**config.mk**
```make
export PLATFORM = sky130hd
export DESIGN_NAME = dtlb_xlate
export DESIGN_NICKNAME = d
export VERILOG_FILES = /design/src/rtl/dtlb_pkg.sv /design/src/rtl/dtlb_way.sv /design/src/rtl/dtlb_pick.sv /design/src/rtl/dtlb_xlate.sv
export SDC_FILE = /design/constraint.sdc
export NUM_CORES = 2
export LEC_CHECK = 0
export ABC_CLOCK_PERIOD_IN_PS = 7350
export BUFFER_PORTS_ARGS = -buffer_cell sky130_fd_sc_hd__buf_2
export CORE_MARGIN = 4
export CORE_UTILIZATION = 66
export CTS_BUF_LIST = sky130_fd_sc_hd__clkbuf_8
export DETAILED_ROUTE_END_ITERATION = 8
export GPL_ROUTABILITY_DRIVEN = 0
export PLACE_DENSITY_LB_ADDON = 0.08
export SETUP_SLACK_MARGIN = 0.15
export SLEW_MARGIN = 20
export SYNTH_ARGS = -nofsm -noshare
export SYNTH_HDL_FRONTEND = slang
export SYNTH_SLANG_ARGS = --single-unit
```
**constraint.sdc**
```tcl
create_clock -name clk -period 7.35 [get_ports clk]
set_clock_uncertainty 0.1 [all_clocks]
set_input_delay 1.47 -clock clk [delete_from_list [all_inputs] [get_ports clk]]
set_output_delay 1.47 -clock clk [all_outputs]
set_load 0.05 [all_outputs]
```
**src/rtl/dtlb_pkg.sv**
```systemverilog
package dtlb_pkg;
   localparam int VA_W    = 32;
   localparam int PG_BITS = 12;
   localparam int VPN_W   = VA_W - PG_BITS;
   localparam int PERM_W  = 5;

   // match register
   localparam int MR_VALID = 0;
   // translate register attribute bits
   localparam int TR_NC  = 0;
   localparam int TR_URE = 1;
   localparam int TR_UWE = 2;
   localparam int TR_SRE = 3;
   localparam int TR_SWE = 4;

   typedef struct packed {
      logic              hit;
      logic [VPN_W-1:0]  ppn;
      logic [PERM_W-1:0] perm;
   } way_look_t;

   function automatic logic access_ok(input logic [PERM_W-1:0] perm,
                                      input logic is_sup, input logic is_wr);
      case ({is_sup, is_wr})
         2'b00:   access_ok = perm[TR_URE];
         2'b01:   access_ok = perm[TR_UWE];
         2'b10:   access_ok = perm[TR_SRE];
         default: access_ok = perm[TR_SWE];
      endcase
   endfunction
endpackage

```
**src/rtl/dtlb_way.sv**
```systemverilog
module dtlb_way
   import dtlb_pkg::*;
#(
   parameter int NUM_SETS = 16,
   parameter int SET_W    = 4
) (
   input  logic             clk,
   input  logic             rst_n,
   input  logic             wr_en,
   input  logic             wr_sel_tr,
   input  logic [SET_W-1:0] acc_set,
   input  logic [VA_W-1:0]  wr_data,
   output logic [VA_W-1:0]  rd_data,
   input  logic [SET_W-1:0] lk_set,
   input  logic [VPN_W-1:0] lk_vpn,
   output way_look_t        lk
);
   logic [VA_W-1:0] mr_q [NUM_SETS];
   logic [VA_W-1:0] tr_q [NUM_SETS];

   always_ff @(posedge clk) begin
      if (!rst_n) begin
         for (int s = 0; s < NUM_SETS; s++) begin
            mr_q[s] <= '0;
            tr_q[s] <= '0;
         end
      end else if (wr_en) begin
         if (wr_sel_tr) tr_q[acc_set] <= wr_data;
         else           mr_q[acc_set] <= wr_data;
      end
   end

   assign rd_data = wr_sel_tr ? tr_q[acc_set] : mr_q[acc_set];

   logic [VA_W-1:0] mr_sel, tr_sel;
   assign mr_sel  = mr_q[lk_set];
   assign tr_sel  = tr_q[lk_set];
   assign lk.hit  = mr_sel[MR_VALID] && (mr_sel[VA_W-1:PG_BITS] == lk_vpn);
   assign lk.ppn  = tr_sel[VA_W-1:PG_BITS];
   assign lk.perm = tr_sel[PERM_W-1:0];
endmodule

```
**src/rtl/dtlb_pick.sv**
```systemverilog
module dtlb_pick
   import dtlb_pkg::*;
#(
   parameter int NUM_WAYS = 2
) (
   input  way_look_t         looks [NUM_WAYS],
   output logic              any_hit,
   output logic [VPN_W-1:0]  ppn,
   output logic [PERM_W-1:0] perm
);
   generate
      if (NUM_WAYS == 1) begin : g_single
         assign any_hit = looks[0].hit;
         assign ppn     = looks[0].ppn;
         assign perm    = looks[0].perm;
      end else begin : g_multi
         always_comb begin
            any_hit = 1'b0;
            ppn     = '0;
            perm    = '0;
            for (int w = NUM_WAYS - 1; w >= 0; w--) begin
               if (looks[w].hit) begin
                  any_hit = 1'b1;
                  ppn     = looks[w].ppn;
                  perm    = looks[w].perm;
               end
            end
         end
      end
   endgenerate
endmodule

```
**src/rtl/dtlb_xlate.sv**
```systemverilog
module dtlb_xlate
   import dtlb_pkg::*;
#(
   parameter int NUM_SETS = 16,
   parameter int NUM_WAYS = 2,
   localparam int SET_W   = $clog2(NUM_SETS),
   localparam int WAY_W   = (NUM_WAYS > 1) ? $clog2(NUM_WAYS) : 1
) (
   input  logic             clk,
   input  logic             rst_n,
   input  logic             xlate_en,
   input  logic             priv_super,
   input  logic             req_valid,
   input  logic             req_write,
   input  logic [31:0]      req_ea,
   input  logic             cfg_wr,
   input  logic             cfg_sel_tr,
   input  logic [WAY_W-1:0] cfg_way,
   input  logic [SET_W-1:0] cfg_set,
   input  logic [31:0]      cfg_wdata,
   output logic [31:0]      cfg_rdata,
   output logic             rsp_valid,
   output logic [31:0]      rsp_pa,
   output logic             rsp_nocache,
   output logic             rsp_miss,
   output logic             rsp_fault,
   output logic [31:0]      fault_addr
);
   generate
      if (NUM_SETS < 2 || NUM_SETS > 256 || (NUM_SETS & (NUM_SETS - 1)) != 0) begin : g_bad_sets
         $error("dtlb_xlate: NUM_SETS must be a power of two from 2 to 256");
      end
      if (NUM_WAYS < 1 || NUM_WAYS > 4) begin : g_bad_ways
         $error("dtlb_xlate: NUM_WAYS must be 1 to 4");
      end
   endgenerate

   logic [SET_W-1:0] lk_set;
   logic [VPN_W-1:0] lk_vpn;
   assign lk_set = req_ea[PG_BITS +: SET_W];
   assign lk_vpn = req_ea[VA_W-1:PG_BITS];

   way_look_t   looks  [NUM_WAYS];
   logic [31:0] rd_arr [NUM_WAYS];

   for (genvar w = 0; w < NUM_WAYS; w++) begin : g_way
      dtlb_way #(.NUM_SETS(NUM_SETS), .SET_W(SET_W)) u_way (
         .clk       (clk),
         .rst_n     (rst_n),
         .wr_en     (cfg_wr && (cfg_way == WAY_W'(w))),
         .wr_sel_tr (cfg_sel_tr),
         .acc_set   (cfg_set),
         .wr_data   (cfg_wdata),
         .rd_data   (rd_arr[w]),
         .lk_set    (lk_set),
         .lk_vpn    (lk_vpn),
         .lk        (looks[w])
      );
   end

   always_comb begin
      cfg_rdata = '0;
      for (int w = 0; w < NUM_WAYS; w++)
         if (cfg_way == WAY_W'(w)) cfg_rdata = rd_arr[w];
   end

   logic              any_hit;
   logic [VPN_W-1:0]  hit_ppn;
   logic [PERM_W-1:0] hit_perm;

   dtlb_pick #(.NUM_WAYS(NUM_WAYS)) u_pick (
      .looks   (looks),
      .any_hit (any_hit),
      .ppn     (hit_ppn),
      .perm    (hit_perm)
   );

   logic [31:0] nx_pa;
   logic        nx_nc, nx_miss, nx_fault;

   always_comb begin
      nx_pa    = '0;
      nx_nc    = 1'b0;
      nx_miss  = 1'b0;
      nx_fault = 1'b0;
      if (!xlate_en) begin
         nx_pa = req_ea;
      end else if (!any_hit) begin
         nx_miss = 1'b1;
      end else if (!access_ok(hit_perm, priv_super, req_write)) begin
         nx_fault = 1'b1;
      end else begin
         nx_pa = {hit_ppn, req_ea[PG_BITS-1:0]};
         nx_nc = hit_perm[TR_NC];
      end
   end

   always_ff @(posedge clk) begin
      if (!rst_n) begin
         rsp_valid   <= 1'b0;
         rsp_pa      <= '0;
         rsp_nocache <= 1'b0;
         rsp_miss    <= 1'b0;
         rsp_fault   <= 1'b0;
         fault_addr  <= '0;
      end else begin
         rsp_valid   <= req_valid;
         rsp_pa      <= req_valid ? nx_pa : '0;
         rsp_nocache <= req_valid && nx_nc;
         rsp_miss    <= req_valid && nx_miss;
         rsp_fault   <= req_valid && nx_fault;
         if (req_valid && (nx_miss || nx_fault)) fault_addr <= req_ea;
      end
   end
endmodule

```
==> Word-level counts from Yosys, hierarchy flattened <==
Memories as Yosys holds them, arrays and structs flattened.
Cells that the tools add are included.
{ "word_totals": {"output_inout_bits": 100, "rom_bits": 0, "latch_bits": 0, "ff_bits": 68, "n_memories": 4, "word_cells": 80, "mem_bits_rw": 2048, "input_bits": 77} }
{ "memory_table": {"columns": ["name", "depth", "width", "rd", "rd_ports_with_merged_regs", "write_ports", "line_no", "rtl"], "rows": [
  ["g_way[0].u_way.mr_q", 16, 32, 2, 0, 16, "dtlb_way.sv:18", "logic [VA_W-1:0] mr_q [NUM_SETS];"],
  ["g_way[0].u_way.tr_q", 16, 32, 2, 0, 16, "dtlb_way.sv:19", "logic [VA_W-1:0] tr_q [NUM_SETS];"],
  ["g_way[1].u_way.mr_q", 16, 32, 2, 0, 16, "dtlb_way.sv:18", null],
  ["g_way[1].u_way.tr_q", 16, 32, 2, 0, 16, "dtlb_way.sv:19", null]
]} }
{ "op_classes": {"n_mul": 0, "n_addsub": 0, "muxes": 50, "eq_ne": 4, "n_div": 0, "bitwise_logic": 1, "reduce_logical": 15, "order_cmp": 0, "n_shift": 0} }
{ "op_table": {"columns": ["operator", "n"], "rows": [
  ["32-bit two-way mux", 10],
  ["32-bit OR reduction", 4],
  ["20-bit equality test", 2],
  ["20-bit two-way mux", 2],
  ["1-bit two-way mux", 31],
  ["4-bit two-way mux", 4],
  ["5-bit two-way mux", 2],
  ["1-bit logical AND", 8],
  ["1-bit one-hot mux with 3 select lines", 1],
  ["2-bit by 1-bit equality test with 1-bit output, second input constant", 1],
  ["2-bit equality test, second input constant", 1],
  ["2-bit zero test", 1],
  ["2-bit AND reduction", 1],
  ["1-bit logical OR", 1],
  ["1-bit inverter", 1]
]} }

==> Logic depth before layout (Yosys ltp) <==
An unclocked memory read counts as a cell.
{ "logic_depth": {"word_depth": 13, "depth_mapped": 17, "ltp_nobuf": 9} }

==> Cells and area by module <==
From an unflattened synthesis, not the netlist that was laid out.
{ "unflattened": {"hier_cells": 6712, "hier_area_um2": 107707.0} }
{ "modules_own_cells": {"columns": ["mod", "seq_area_each_um2", "area_each_um2", "cells_per_inst", "instances"], "rows": [
  ["dtlb_way at g_way[1].u_way", 30749.5, 52265.1, 3182, 1],
  ["dtlb_way at g_way[0].u_way", 30749.5, 52260.1, 3182, 1],
  ["dtlb_xlate", 1361.3, 2879.0, 312, 1],
  ["dtlb_pick", 0.0, 302.8, 36, 1]
]} }

==> Worst setup path before layout <==
No wires, ideal clock.
{ "synth_timing": {"path_type": "input -> output", "startpoint": "input port cfg_set[0]", "endpoint": "output port cfg_rdata[18]", "path_stages": 6, "t_arrival_ps": 4382, "required_ps": 5780, "setup_slack_ps": 1398, "path_buffers": 3, "cell_sequence": "clkbuf_1 > buf_1 > buf_1 > mux4_2 > mux4_2 > mux4_2"} }
{ "synth_via": {"elab_chain_cells": 3, "elab_cells_between_ends": 7, "classes_between": "3 x mux; 4 x memory"} }
{ "synth_rtl": {"columns": ["element", "line_no", "rtl"], "rows": [
  ["start: declaration", "dtlb_xlate.sv:19", "input logic [SET_W-1:0] cfg_set,"],
  ["memory read 16 x 32 bit (on tied branches)", null, null],
  ["32-bit two-way mux", "dtlb_way.sv:33", "assign rd_data = wr_sel_tr ? tr_q[acc_set] : mr_q[acc_set];"],
  ["32-bit two-way mux (*)", "dtlb_xlate.sv:64", "if (cfg_way == WAY_W'(w)) cfg_rdata = rd_arr[w];"],
  ["end: declaration", "dtlb_xlate.sv:21", "output logic [31:0] cfg_rdata,"]
]} }
Mark *: on every way between the ends. The rest lies on a longest branch, timed or not.

==> Final worst setup path <==
{ "layout_timing": {"startpoint": "input port cfg_set[1]", "endpoint": "output port cfg_rdata[12]"} }
The elaborated chain is that of the path after synthesis.

==> results_dict.tcl <==
set metrics [dict create \
    via_count_of_the_first_global_routing_pass 69090 \
    worst-path-buf-inv 3 \
    cpLargestDelayFamily "multiplexers" \
    final-setup-viol-count 0 \
    crit_fanout 89 \
    cts_made_buffers 355 \
    path_class "input port to output port" \
    critical_path_arrival_ns 4.76 \
    worst_path_largest_cell_delay_ns 0.67 \
    vias 69472 \
    synth.yosys.warnings 0 \
    irDropWorstVdd_uv 249.1 \
    layout-area-overhead-vs-synth_pct 9.459 \
    timing.critical_path.from_type "input port" \
    portBuffers 176 \
    hold_fails_final_rpt 0 \
    worst-slew-pin-transition_ns 1.243 \
    post-route-cell-area_sq_um 118000 \
    cts-resized-gates 0 \
    pre_cts_ws_ns 1.142 \
    grt_use_total_pct 44.22 \
    clock_latency_ns 1.10 \
    run_status "finished clean" \
    clkTransAtPathRegs_ns 0.06 \
    cts_max_path_buffers 4 \
    chipHeight_um 412.2 \
    worst_setup_path_end_kind "output port" \
    synth_area_leaders "edfxtp_1, mux4_2, and2_1" \
    critical_path.cell_chain "buf_8 > buf_12 > mux4_2 > mux4_2 > mux4_2 > buf_2" \
    synth-async-reset-ratio_pct 0 \
    power_per_unit_of_standard_cell_area_nw_per_um2 231.1 \
    achievable-frequency_mhz 158.1 \
    synth_top_area_share_pct 57.04 \
    maxCapViolCount 0 \
    cts_tree "built" \
    start_util_pct 66.31 \
    synthFlopType "edfxtp_1" \
    synthMostInstantiatedCell "and2_1" \
    cp_data_required_time_ns 5.78 \
    cp_common_cell "mux4_2" \
    worst_hold_path_type "register to register" \
    total_cell_area_at_the_placement_stage_sq_um 111700 \
    cts_hold_repair.buffers 0 \
    cts_num_sinks 2116 \
    total_i_o_pin_count 177 \
    remaining_drc_errors 0 \
    postLayoutSetupSlackWorst_ns 1.025 \
    period_needed_ns 6.325 \
    grt_max_degree 108 \
    worst_slew_margin_relative_to_its_limit_pct 17.03 \
    syn_area_sq_um 107800 \
    power.total_mw 27.27 \
    first_iter_violations 11815 \
    slew_violations 0 \
    dp_hpwl_um 215400 \
    seq_area_frac_synth_pct 58.30 \
    post_synth.cell_area_avg_sq_um 15.28 \
    routed_wire_length_per_instance_um 38.71 \
    synth_edf_count 2048 \
    synth_top_cells_by_count "and2_1, edfxtp_1, mux4_2" \
    cts_max_level 5 \
    synthDominantAreaCellType "edfxtp_1" \
    p_leak_nw 41.50 \
    setup_tns_ns 0 \
    cell_variety_after_synth 80 \
    synth.ff_latch_count 2116 \
    mappedNetlistNets 7135 \
    number_of_antenna_violations_at_the_first_check_in_global_routing 42 \
    die_area_sq_um 169900 \
    coreArea_sq_um 162600 \
    synthesis.instances 7058 \
    crit_slowest_cell "mux4_2" \
    final_layout_size_suffix_gt1_share_pct 26.07 \
    setup_repair_after_global_routing_missed_its_margin "false" \
    wl_um 370200 \
    cts_post_setup_buffers_inserted 0 \
    cts-root-buf "clkbuf_8" \
    vias_per_cell 7.264 \
    ant_nets 0 \
    row_count 148 \
    dr.pass1.iters 9 \
    grt_remaining_overflow 0 \
    global_route_wire_length_before_repair_um 515900 \
    holdWs_ns 0.3566 \
    fin_nets 7182 \
    die_x_um 412.2 \
    finalCritPeriodShare_pct 86.06 \
]
-- cells in the final DEF (no fill, tap or decap), types with 13 or more instances in the layout --
cell type  synthesis  final
a21oi_1           43     43
a221oi_1          13     13
a22oi_1           51     51
and2_1          2063   2062
and3_1            17     17
buf_12             9     33
buf_2             43    164
buf_4             25    245
clkbuf_8           0    369
clkinv_1           2     74
clkinv_2           0     35
dfxtp_1           68     68
diode_2            0     32
edfxtp_1        2048   2048
inv_1             10    131
mux2i_1          297    297
mux4_1            13     13
mux4_2           882    882
nand2_1          184    180
nand2b_1          22     22
nand3_1           36     36
nor2_1           108     43
nor2_2             0     47
nor2_4             0     18
nor2b_1           21     16
o21ai_0           85     21
o21ai_1           21     21
o21ai_4            0     64
o221ai_1          93     93
o22ai_1           23     23
xnor2_1           23     23
xor2_1            23     23
-- state kept, by name, indices dropped and copies added, names as in the netlist --
name and count:
g_way.u_way.tr_q 1024, fault_addr 32, g_way.u_way.mr_q 1024, rsp_fault 1, rsp_pa 32, rsp_nocache 1
rsp_valid 1, rsp_miss 1
-- worst reg2reg max path: cells and delay by family (launching register included) --
kind,cells,cell delay [ns]
xor gates and xnor gates,1,0.40
muxes,1,0.20
DFF,1,0.41
and+or+nand+nor,3,1.70
AOI/OAI and AO/OA,4,1.25
-- cell type report --
| cell class | count | area [sq um] |
|---|---|---|
| tap | 2175 | 2721 |
| sequential | 2116 | 62860 |
| timing repair buffer | 455 | 3560 |
| inverter | 12 | 46.29 |
| multi-input combinational | 4165 | 42590 |
| fill | 10297 | 44570 |
| antenna | 32 | 80.08 |
| clock inverter | 242 | 1110 |
| clock buffer | 367 | 5051 |
-- kinds of logic (layout without fill, tap and decap cells) --
family	count (synthesis)	count (layout)	synth area share (%)
compound gates	409	409	2.670
xor+xnor	46	46	0.3737
simple gates	2515	2515	13.96
flops	2116	2116	58.30
other cells	0	32	0
buf+inv	777	1076	3.150
mux	1195	1195	21.54
-- worst paths after layout --
kind,startpoint,endpoint,slack [ns],cells past startpoint
setup / recovery,cfg_set[1],cfg_rdata[12],1.02,6
hold / removal,fault_addr[26],fault_addr[26],0.36,2
setup reg to reg,g_way[1].u_way.mr_q[7][18],rsp_fault,3.13,9
hold reg to reg,fault_addr[26],fault_addr[26],0.36,2
-- metrics by stage --
| step | cells | utilization, % |
|---|---|---|
| floorplan | 7058 | - |
| global placement | 8917 | 68.65 |
| detailed placement | 8918 | 68.67 |
| CTS | 9527 | 72.46 |
| global route | 9535 | 72.54 |
| finish | 9564 | 72.59 |
-- per-layer routing --
layer  wire length [um]  GRT usage, %  share of wire, %  up-vias
li1                   -             -                 -    26914
met1             116600         56.12                31    34577
met2             159200         62.67                43     6460
met3              66290         20.15                18     1493
met4              28020         26.94               7.6       28
met5                183             0             0.049        -
-- where the power goes --
group | switching [mW] | total (mW) | internal, mW | leakage (nW)
registers | 0.293 | 14.1 | 13.8 | 20.0
logic | 2.27 | 3.55 | 1.27 | 17.9
clock network | 4.82 | 9.59 | 4.77 | 3.61
total | 7.39 | 27.3 | 19.9 | 41.5
Note: power is estimated with default switching activity, not from simulation.
